$ cat config.mk
export PLATFORM = sky130hd
export DESIGN_NAME = clk2_victim_engine
export DESIGN_NICKNAME = d
export VERILOG_FILES = /design/src/rtl/clk2_pkg.sv /design/src/rtl/clk2_way_hist.sv /design/src/rtl/clk2_hand_fsm.sv /design/src/rtl/clk2_victim_engine.sv
export SDC_FILE = /design/constraint.sdc
export NUM_CORES = 1
export LEC_CHECK = 0
export BUFFER_PORTS_ARGS = -buffer_cell sky130_fd_sc_hd__buf_2
export CORE_MARGIN = 10
export CORE_UTILIZATION = 54
export DETAILED_ROUTE_END_ITERATION = 8
export MAX_ROUTING_LAYER = met4
export PLACE_DENSITY_LB_ADDON = 0.08
export RECOVER_POWER = 100
export SYNTH_ARGS = -nofsm -noshare
export SYNTH_HDL_FRONTEND = slang
export SYNTH_SLANG_ARGS = --single-unit
$ cat constraint.sdc
create_clock -name clk -period 3.9 [get_ports clk]
set_input_delay 0.195 -clock clk [delete_from_list [all_inputs] [get_ports clk]]
set_output_delay 0.195 -clock clk [all_outputs]
set_load 0.05 [all_outputs]
$ cat src/rtl/clk2_pkg.sv
package clk2_pkg;

    typedef enum logic [1:0] {
        ST_IDLE   = 2'd0,
        ST_SCAN   = 2'd1,
        ST_REPORT = 2'd2
    } eng_state_t;

    localparam logic [1:0] HIST_EMPTY = 2'b00;
    localparam logic [1:0] HIST_ONCE  = 2'b01;
    localparam logic [1:0] HIST_TWICE = 2'b11;

    // raise a history by one level, saturating at two
    function automatic logic [1:0] hist_raise(input logic [1:0] h);
        return {h[0], 1'b1};
    endfunction

    // drop a history by one level, floor at zero
    function automatic logic [1:0] hist_drop(input logic [1:0] h);
        return {1'b0, h[1]};
    endfunction

endpackage

$ cat src/rtl/clk2_way_hist.sv
module clk2_way_hist
    import clk2_pkg::*;
(
    input  logic       clk,
    input  logic       rst_n,
    input  logic       hit,
    input  logic       age,
    input  logic       fill,
    output logic [1:0] hist
);

    logic [1:0] hist_q;

    always_ff @(posedge clk) begin
        if (!rst_n) begin
            hist_q <= HIST_EMPTY;
        end else if (hit) begin
            hist_q <= hist_raise(hist_q);
        end else if (fill) begin
            hist_q <= HIST_ONCE;
        end else if (age) begin
            hist_q <= hist_drop(hist_q);
        end
    end

    assign hist = hist_q;

    // only the three thermometer levels ever occur
    p_legal_level_r2: assert property (@(posedge clk) disable iff (!rst_n)
        hist != 2'b10);

    // a hit leaves the first bit set, and the second set if the first was
    p_hit_raise_r2: assert property (@(posedge clk) disable iff (!rst_n)
        hit |=> (hist[0] && (hist[1] || !$past(hist[0]))));

    // an aging step without a hit removes exactly one level
    p_age_drop_r4: assert property (@(posedge clk) disable iff (!rst_n)
        (age && !hit && !fill) |=> (!hist[1] && (hist[0] == $past(hist[1]))));

    // a refilled way starts at one level
    p_fill_once_r6: assert property (@(posedge clk) disable iff (!rst_n)
        (fill && !hit) |=> (hist == HIST_ONCE));

endmodule

$ cat src/rtl/clk2_hand_fsm.sv
module clk2_hand_fsm
    import clk2_pkg::*;
#(
    parameter int WAYS  = 4,
    localparam int WAY_W = (WAYS > 1) ? $clog2(WAYS) : 1
)(
    input  logic             clk,
    input  logic             rst_n,
    input  logic             miss_req,
    input  logic [1:0]       hand_hist,
    input  logic             hit_at_hand,
    input  logic             dirty_at_hand,
    output logic [WAY_W-1:0] hand,
    output logic             age_en,
    output logic             fill_en,
    output logic             busy,
    output logic             done,
    output logic [WAY_W-1:0] victim_way,
    output logic             victim_dirty
);

    eng_state_t       state_q, state_d;
    logic [WAY_W-1:0] hand_q, hand_d;
    logic [WAY_W-1:0] victim_q;
    logic             vdirty_q;
    logic             select;

    // next state and step decode
    always_comb begin
        state_d = state_q;
        hand_d  = hand_q;
        select  = 1'b0;
        age_en  = 1'b0;
        unique case (state_q)
            ST_IDLE: begin
                if (miss_req) begin
                    state_d = ST_SCAN;
                end
            end
            ST_SCAN: begin
                hand_d = (hand_q == WAY_W'(WAYS - 1)) ? '0 : hand_q + 1'b1;
                if (!hit_at_hand) begin
                    if (hand_hist == HIST_EMPTY) begin
                        select  = 1'b1;
                        state_d = ST_REPORT;
                    end else begin
                        age_en = 1'b1;
                    end
                end
            end
            ST_REPORT: begin
                state_d = ST_IDLE;
            end
            default: begin
                state_d = ST_IDLE;
            end
        endcase
    end

    // state register
    always_ff @(posedge clk) begin
        if (!rst_n) begin
            state_q  <= ST_IDLE;
            hand_q   <= '0;
            victim_q <= '0;
            vdirty_q <= 1'b0;
        end else begin
            state_q <= state_d;
            hand_q  <= hand_d;
            if (select) begin
                victim_q <= hand_q;
                vdirty_q <= dirty_at_hand;
            end
        end
    end

    // outputs
    always_comb begin
        fill_en      = select;
        busy         = (state_q != ST_IDLE);
        done         = (state_q == ST_REPORT);
        hand         = hand_q;
        victim_way   = victim_q;
        victim_dirty = vdirty_q;
    end

    // every scan cycle moves the hand by one way, with wrap
    p_hand_step_r3: assert property (@(posedge clk) disable iff (!rst_n)
        (state_q == ST_SCAN) |=>
            (hand_q == (($past(hand_q) == WAY_W'(WAYS - 1)) ? '0 : $past(hand_q) + 1'b1)));

    // the hand holds still outside a scan
    p_hand_hold_r6: assert property (@(posedge clk) disable iff (!rst_n)
        (state_q != ST_SCAN) |=> $stable(hand_q));

    // an empty way under the hand without a hit ends the search
    p_select_r5: assert property (@(posedge clk) disable iff (!rst_n)
        (state_q == ST_SCAN && hand_hist == HIST_EMPTY && !hit_at_hand) |=> done);

    // done is a single-cycle strobe
    p_done_pulse_r5: assert property (@(posedge clk) disable iff (!rst_n)
        done |=> !done);

    // after done the engine always goes idle, whatever miss_req does
    p_report_idle_r8: assert property (@(posedge clk) disable iff (!rst_n)
        done |=> !busy);

    // a hit on the hand way never selects it
    p_hit_keeps_r7: assert property (@(posedge clk) disable iff (!rst_n)
        (state_q == ST_SCAN && hit_at_hand) |=> !done);

endmodule

$ cat src/rtl/clk2_victim_engine.sv
module clk2_victim_engine
    import clk2_pkg::*;
#(
    parameter int WAYS  = 4,
    localparam int WAY_W = (WAYS > 1) ? $clog2(WAYS) : 1
)(
    input  logic               clk,
    input  logic               rst_n,
    input  logic               hit_valid,
    input  logic [WAY_W-1:0]   hit_way,
    input  logic               miss_req,
    input  logic [WAYS-1:0]    dirty_in,
    output logic               busy,
    output logic               done,
    output logic [WAY_W-1:0]   victim_way,
    output logic               victim_dirty,
    output logic [WAY_W-1:0]   hand,
    output logic [2*WAYS-1:0]  hist_flat
);

    logic [1:0]       hist [WAYS];
    logic [WAY_W-1:0] hand_w;
    logic             age_en;
    logic             fill_en;
    logic             hit_at_hand;

    assign hit_at_hand = hit_valid && (hit_way == hand_w);

    for (genvar w = 0; w < WAYS; w++) begin : g_way
        logic at_hand;
        logic way_hit;

        assign at_hand = (hand_w == WAY_W'(w));
        assign way_hit = hit_valid && (hit_way == WAY_W'(w));

        clk2_way_hist u_hist (
            .clk  (clk),
            .rst_n(rst_n),
            .hit  (way_hit),
            .age  (age_en && at_hand),
            .fill (fill_en && at_hand),
            .hist (hist[w])
        );

        assign hist_flat[2*w +: 2] = hist[w];
    end

    clk2_hand_fsm #(.WAYS(WAYS)) u_fsm (
        .clk          (clk),
        .rst_n        (rst_n),
        .miss_req     (miss_req),
        .hand_hist    (hist[hand_w]),
        .hit_at_hand  (hit_at_hand),
        .dirty_at_hand(dirty_in[hand_w]),
        .hand         (hand_w),
        .age_en       (age_en),
        .fill_en      (fill_en),
        .busy         (busy),
        .done         (done),
        .victim_way   (victim_way),
        .victim_dirty (victim_dirty)
    );

    assign hand = hand_w;

    // a miss sampled while idle makes the engine busy
    p_start_r3: assert property (@(posedge clk) disable iff (!rst_n)
        (!busy && miss_req) |=> busy);

    // the selected way reads back one level at the done strobe
    p_victim_once_r6: assert property (@(posedge clk) disable iff (!rst_n)
        (done && !$past(hit_valid)) |-> (hist[victim_way] == HIST_ONCE));

endmodule

==> out/summary.json, run 1 <==
{
  "outcome": {
    "status": "finished clean"
  },
  "worst_setup_path": {
    "crit-reg2reg-capture": "u_fsm.state_q[1]",
    "rr_worst_depth": 4,
    "critPathRequiredTime_ns": 4.08,
    "setup.worst_path.end_class": "flip-flop",
    "setup.worst_path.class": "flip-flop to flip-flop",
    "critical_path_launch_point_type": "flip-flop",
    "worst_path_largest_cell_delay_ns": 1.03,
    "timing.critical_path.slowest_stage_cell": "sky130_fd_sc_hd__nor4_1",
    "path_delay_family": "simple AND/OR/NAND/NOR gates",
    "arrival_time_at_the_worst_endpoint_ns": 2.56,
    "rr_startpoint": "u_fsm.hand[1]",
    "worst-path-buf-inv": 0,
    "critical_path.cell_chain": "nor4b_1 > nor4_1 > nor2b_1 > and2_1",
    "critical_path_peak_fanout": 12,
    "timing.reg2reg.setup_slack_ns": 1.53
  },
  "final_layout": {
    "total_inserted_antenna_cells": 0,
    "final.fill_count": 161,
    "final_area_um2": 968.4,
    "layout-area-overhead-vs-synth_pct": 8.101,
    "post_route_cells_drive_above_1_share": 0.2054,
    "post-route-util": 0.6282,
    "layout_nets": 127
  },
  "cts": {
    "insertion_delay_ns": 0.28,
    "clock_sinks": 15,
    "cts_inserted_buffers": 3,
    "post-cts-setup-buffer-count": 0,
    "clk_pin_slew_ns": 0.09,
    "htreeDepth": 1,
    "post_cts_resized": 0,
    "cts-root-buf": "sky130_fd_sc_hd__clkbuf_4",
    "tritoncts_clock_tree": "built",
    "max-clock-path-buffers": 2,
    "cts_hold_buf": 0
  },
  "global_routing": {
    "grt_remaining_overflow": 0,
    "grt_max_degree": 18,
    "grt_first_pass_wirelength_um": 3381,
    "grt_antenna_before_repair": 0,
    "number_of_global_route_vias_before_repair": 740,
    "groute.usage.overall": 0.1235
  },
  "logic_synthesis": {
    "ys.flop_type": "sky130_fd_sc_hd__dfxtp_1",
    "netlist_instances": 89,
    "fraction_of_synthesis_flops_using_an_asynchronous_set_or_reset_pin": 0,
    "synth-edff-count": 0,
    "mappedNetlistNets": 103,
    "syn_avg_cell_area_um2": 10.07,
    "synth.ff_latch_count": 15,
    "proportion_of_synthesized_chip_area_in_sequential_cells": 0.3352,
    "mappedNetlistArea_um2": 895.9,
    "post_synth_num_cell_types": 35,
    "synthesis.yosys.warnings": 0
  },
  "hold_path": {
    "hp-class": "input port to flip-flop",
    "hold_depth": 3,
    "worstHoldStart": "miss_req",
    "holdPathEnd": "u_fsm.state_q[0]"
  },
  "placed_design": {
    "dpl-instance-area_um2": 998.5,
    "finalWeightedCongestion": 0.7900,
    "io_buffers": 24,
    "detailed_place_hpwl_um": 1663
  },
  "die": {
    "initial_utilization": 0.5812,
    "floorplan.die_area_um2": 3688,
    "fp-row-count": 14,
    "floorplan.die.width_um": 60.73,
    "die_y_um": 60.73,
    "core-area_um2": 1541,
    "num_io_pins": 25
  },
  "power_and_ir_drop": {
    "peakVddDrop_mv": 0.2641,
    "fin_total_pwr_w": 0.0004070,
    "power_density_of_the_placed_cells_nw_per_um2": 420.2,
    "power.static_leakage_nw": 0.3597
  },
  "timing": {
    "timing.final.crit_share": 0.6088,
    "final-setup-viol-count": 0,
    "timing.max_slew.rel_slack": 0.1929,
    "setup_total_negative_slack_ns": 0,
    "finalClockSkew_ns": 0.0006150,
    "tightest_slew_ns": 1.200,
    "max_clock_freq_ghz": 0.4212,
    "final-hold-violation-count": 0,
    "rsz_0062_raised_after_global_routing": "false",
    "final_period_minus_worst_setup_slack_ns": 2.374,
    "final_max_slew_viol_count": 0
  },
  "detailed_routing": {
    "route.antenna.remaining_nets": 0,
    "detail_route.vias_per_cell": 5.969,
    "first_iter_violations": 17,
    "detail_route.wl_per_cell_um": 16.40,
    "dr.pass1.iters": 4,
    "drcViolationCount": 0,
    "detailroute.via_count": 764,
    "wirelength_routed_um": 2099
  },
  "flow_run": {
    "number_of_max_cap_violations": 0
  }
}
==> area by class of cell <==
class | instances | area [µm²] | share of cell area
multi-input combinational | 66 | 508.0 | 0.5245
sequential | 15 | 300.3 | 0.3101
timing repair buffer | 24 | 101.3 | 0.1047
clock buffer | 3 | 22.52 | 0.02326
tap | 16 | 20.02 | 0.02067
inverter | 3 | 11.26 | 0.01163
clock inverter | 1 | 5.005 | 0.005168
==> synthesized netlist by cell type, types with 2 or more instances <==
library cell,number,area share
sky130_fd_sc_hd__a211oi_1,6,0.050
sky130_fd_sc_hd__a31oi_2,2,0.028
sky130_fd_sc_hd__xnor2_1,2,0.020
sky130_fd_sc_hd__a31o_2,3,0.029
sky130_fd_sc_hd__ha_1,4,0.056
sky130_fd_sc_hd__nor3b_1,4,0.034
sky130_fd_sc_hd__dfxtp_1,15,0.34
sky130_fd_sc_hd__a311oi_1,3,0.029
sky130_fd_sc_hd__nor2_1,4,0.017
sky130_fd_sc_hd__mux2i_1,4,0.045
sky130_fd_sc_hd__buf_6,2,0.025
sky130_fd_sc_hd__clkbuf_1,2,0.0084
sky130_fd_sc_hd__inv_1,3,0.013
sky130_fd_sc_hd__nand2_1,12,0.050
sky130_fd_sc_hd__a21oi_1,2,0.011
sky130_fd_sc_hd__nand3_1,2,0.011
==> cell usage in the layout (no fill, tap or decap), drive strengths merged, types with 2 or more instances in the layout <==
master,Yosys,layout
dfxtp,15,15
ha,4,4
nor3b,4,4
inv,3,3
a31o,3,3
xnor2,2,2
clkbuf,2,18
mux2i,4,4
a21oi,2,2
nor4,2,2
a311oi,3,3
a31oi,2,2
nor2b,2,2
nor4b,2,2
buf,3,9
nor2,4,4
nand2,12,12
nand3,2,2
a211oi,6,6
==> worst max-delay path by stage <==
stage	startpoint	endpoint	slack, ns	cells past startpoint
2_1_floorplan	u_fsm.hand[1]	u_fsm.victim_dirty	2.04	5
3_3_place_gp	u_fsm.hand[1]	u_fsm.victim_way[0]	2.03	4
3_5_place_dp	u_fsm.hand[1]	u_fsm.victim_way[1]	1.89	4
4_1_cts	u_fsm.hand[1]	u_fsm.victim_way[1]	1.84	4
5_1_grt	u_fsm.hand[1]	u_fsm.victim_way[1]	1.22	4
6_report	u_fsm.hand[1]	u_fsm.state_q[1]	1.53	4
==> worst min-delay path, delay by kind of cell <==
family / cells / cell delay, ns
AO/OA/AOI/OAI: 1 / 0.06
buffers and inverters: 1 / 0.10
AND/OR/NAND/NOR: 1 / 0.12
==> report_power, final <==
group	total (W)	internal (W)	switching [W]	leakage [nW]
sequential	0.000182	0.000164	0.0000172	0.122
combinational	0.000137	0.0000443	0.0000930	0.220
clock	0.0000880	0.0000380	0.0000500	0.0177
==> through the flow <==
step                setup slack (ns)  std cells  hold WS (ns)
detailed placement             1.890        124        0.4529
global placement               2.032        124        0.4419
CTS                            1.845        128        0.2415
finish                         1.526        128        0.2443
floorplan                      2.040         89        0.4062
global route                   1.220        128        0.2583
==> cell families (layout without fill, tap and decap cells) <==
group	count (synthesis)	after routing	share of synthesized area
multiplexers	5	5	0.06983
AND/OR/NAND/NOR	35	35	0.2682
flip-flops	15	15	0.3352
buffers and inverters	8	31	0.05447
adder cells (fa/ha/maj)	4	4	0.05587
AO/OA/AOI/OAI	20	20	0.1969
XOR/XNOR	2	2	0.01956
==> layer usage <==
metal	vias to the layer above	GRT usage	share of wire
met2	22	0.1951	0.51
met1	360	0.1480	0.42
met5	-	-	0
li1	378	-	-
met4	0	0.04702	0.0091
met3	4	0.02923	0.061
==> sequential cells by signal, indices dropped and copies added, names as in the netlist <==
register            count
u_fsm.victim_way        2
u_fsm.state_q           2
u_fsm.hand              2
g_way.u_hist.hist       8
u_fsm.victim_dirty      1
Power figures use the tool's default switching activity.
==> run 2: changes to the inputs <==
--- a/config.mk
+++ b/config.mk
@@ -7,7 +7,7 @@
 export LEC_CHECK = 0
 export BUFFER_PORTS_ARGS = -buffer_cell sky130_fd_sc_hd__buf_2
 export CORE_MARGIN = 10
-export CORE_UTILIZATION = 54
+export CORE_UTILIZATION = 45
 export DETAILED_ROUTE_END_ITERATION = 8
 export MAX_ROUTING_LAYER = met4
 export PLACE_DENSITY_LB_ADDON = 0.08
==> constraint.sdc (replaced) <==
create_clock -name clk -period 2 [get_ports clk]
set_input_delay 0.1 -clock clk [delete_from_list [all_inputs] [get_ports clk]]
set_output_delay 0.1 -clock clk [all_outputs]
set_load 0.05 [all_outputs]
==> run 2 against run 1 <==
Net effect:
- final cell count rose by 11%
- power is 100% higher
- clock-buffer cell count unchanged
- combinational power increased by 120%
- largest power group unchanged
- first-iteration DRC count is 140% higher
- sequential share of layout area fell by 2.3 points
- design area increased by 7.9%
- critical path depth unchanged
- global-route usage shrank 2.0 points
==> out/summary.json, run 2 (same netlist as run 1, synthesis figures left out) <==
{
  "worst_setup_path": {
    "timing.critical_path.slowest_stage_cell": "sky130_fd_sc_hd__dfxtp_1",
    "critPathRequiredTime_ns": 2.20,
    "setup.worst_path.end_class": "flip-flop",
    "critical_path_launch_point_type": "flip-flop",
    "critical_path_peak_fanout": 12,
    "arrival_time_at_the_worst_endpoint_ns": 2.00,
    "critical_path.cell_chain": "nor4_1 > nor4_4 > a31oi_2 > a2111oi_2",
    "worst_path_largest_cell_delay_ns": 0.64,
    "setup.worst_path.class": "flip-flop to flip-flop"
  },
  "power_and_ir_drop": {
    "power.static_leakage_nw": 0.3882,
    "peakVddDrop_mv": 0.5219,
    "power_density_of_the_placed_cells_nw_per_um2": 798.2,
    "fin_total_pwr_w": 0.0008339
  },
  "timing": {
    "setup_total_negative_slack_ns": 0,
    "final_period_minus_worst_setup_slack_ns": 1.802,
    "tightest_slew_ns": 0.6113,
    "timing.final.crit_share": 0.9008,
    "rsz_0062_raised_after_global_routing": "false",
    "final-hold-violation-count": 0,
    "final-setup-viol-count": 0,
    "finalClockSkew_ns": 0.01068,
    "final_max_slew_viol_count": 0,
    "max_clock_freq_ghz": 0.5551,
    "timing.max_slew.rel_slack": 0.5942
  },
  "flow_run": {
    "number_of_max_cap_violations": 0
  },
  "detailed_routing": {
    "dr.pass1.iters": 4,
    "route.antenna.remaining_nets": 0,
    "wirelength_routed_um": 2030,
    "detail_route.wl_per_cell_um": 14.30,
    "detail_route.vias_per_cell": 5.324,
    "drcViolationCount": 0,
    "detailroute.via_count": 756,
    "first_iter_violations": 40
  },
  "final_layout": {
    "layout_nets": 130,
    "post-route-util": 0.5436,
    "layout_common_cells": "15 x sky130_fd_sc_hd__dfxtp_1, 14 x sky130_fd_sc_hd__clkbuf_1, 12 x sky130_fd_sc_hd__nand2_1",
    "flip_flop_count_of_the_largest_register_after_layout": 8,
    "total_inserted_antenna_cells": 0,
    "final_area_um2": 1045,
    "final_common_cell": "sky130_fd_sc_hd__dfxtp_1",
    "layout-area-overhead-vs-synth_pct": 16.62,
    "post_route_cells_drive_above_1_share": 0.2696
  },
  "global_routing": {
    "grt_antenna_before_repair": 0,
    "grt_max_degree": 18,
    "groute.usage.overall": 0.1033,
    "number_of_global_route_vias_before_repair": 714,
    "grt_first_pass_wirelength_um": 3422,
    "grt_remaining_overflow": 0
  },
  "outcome": {
    "status": "finished clean"
  },
  "cts": {
    "cts_hold_buf": 0,
    "clk_pin_slew_ns": 0.10,
    "cts_inserted_buffers": 3,
    "post-cts-setup-buffer-count": 0,
    "htreeDepth": 1,
    "tritoncts_clock_tree": "built",
    "clock_sinks": 15,
    "cts-root-buf": "sky130_fd_sc_hd__clkbuf_4",
    "insertion_delay_ns": 0.29,
    "post_cts_resized": 0,
    "max-clock-path-buffers": 2
  },
  "die": {
    "initial_utilization": 0.4661,
    "num_io_pins": 25,
    "core-area_um2": 1922,
    "fp-row-count": 16,
    "floorplan.die.width_um": 64.62,
    "die_y_um": 64.62,
    "floorplan.die_area_um2": 4176
  },
  "placed_design": {
    "dpl-instance-area_um2": 1035,
    "io_buffers": 24,
    "finalWeightedCongestion": 0.7642,
    "detailed_place_hpwl_um": 1551
  },
  "hold_path": {
    "hp-class": "input port to flip-flop"
  }
}
run 2: worst max-delay path: cells and delay by family, from the launching register on:
kind	cells	cell delay, ns
AO/OA/AOI/OAI	2	0.44
flip-flops	1	0.64
AND/OR/NAND/NOR	2	0.63
run 2: worst paths after layout:
check             cells past startpoint                start  slack [ns]                  end
setup / recovery                      4        u_fsm.hand[1]        0.20     u_fsm.state_q[0]
hold / removal                        3             miss_req        0.11     u_fsm.state_q[0]
setup reg to reg                      4        u_fsm.hand[1]        0.20     u_fsm.state_q[0]
hold reg to reg                       2  u_fsm.victim_way[1]        0.46  u_fsm.victim_way[1]
run 2: per-layer routing:
layer,vias up,share of wire,track usage
met5,-,0,-
met4,0,0.0084,0.03209
met3,2,0.052,0.03436
met2,19,0.46,0.1601
met1,352,0.48,0.1235
li1,383,-,-
run 2: cell type report:
class,count,area (µm²)
inverters,3,11.26
fillers,203,877.1
clock inverters,1,5.005
repair buffers,27,125.1
well taps,27,33.78
multi-input cells,66,546.8
clock buffers,3,22.52
flip-flops and latches,15,300.3
run 2: report_power, final:
| group | internal (W) | switching (W) | leakage [nW] |
|---|---|---|---|
| clock | 0.0000744 | 0.000107 | 0.0177 |
| sequential | 0.000321 | 0.0000327 | 0.122 |
| combinational | 0.000107 | 0.000192 | 0.248 |
run 2: per-stage QoR:
| step | cells | setup WS, ns | hold WS, ns |
|---|---|---|---|
| floorplan | 89 | 0.1398 | 0.3112 |
| finish | 142 | 0.1984 | 0.1060 |
| global route | 142 | 0.0008198 | 0.1635 |
| global placement | 138 | 0.2242 | 0.4184 |
| detailed placement | 138 | 0.1862 | 0.4258 |
| CTS | 142 | 0.1577 | 0.1051 |
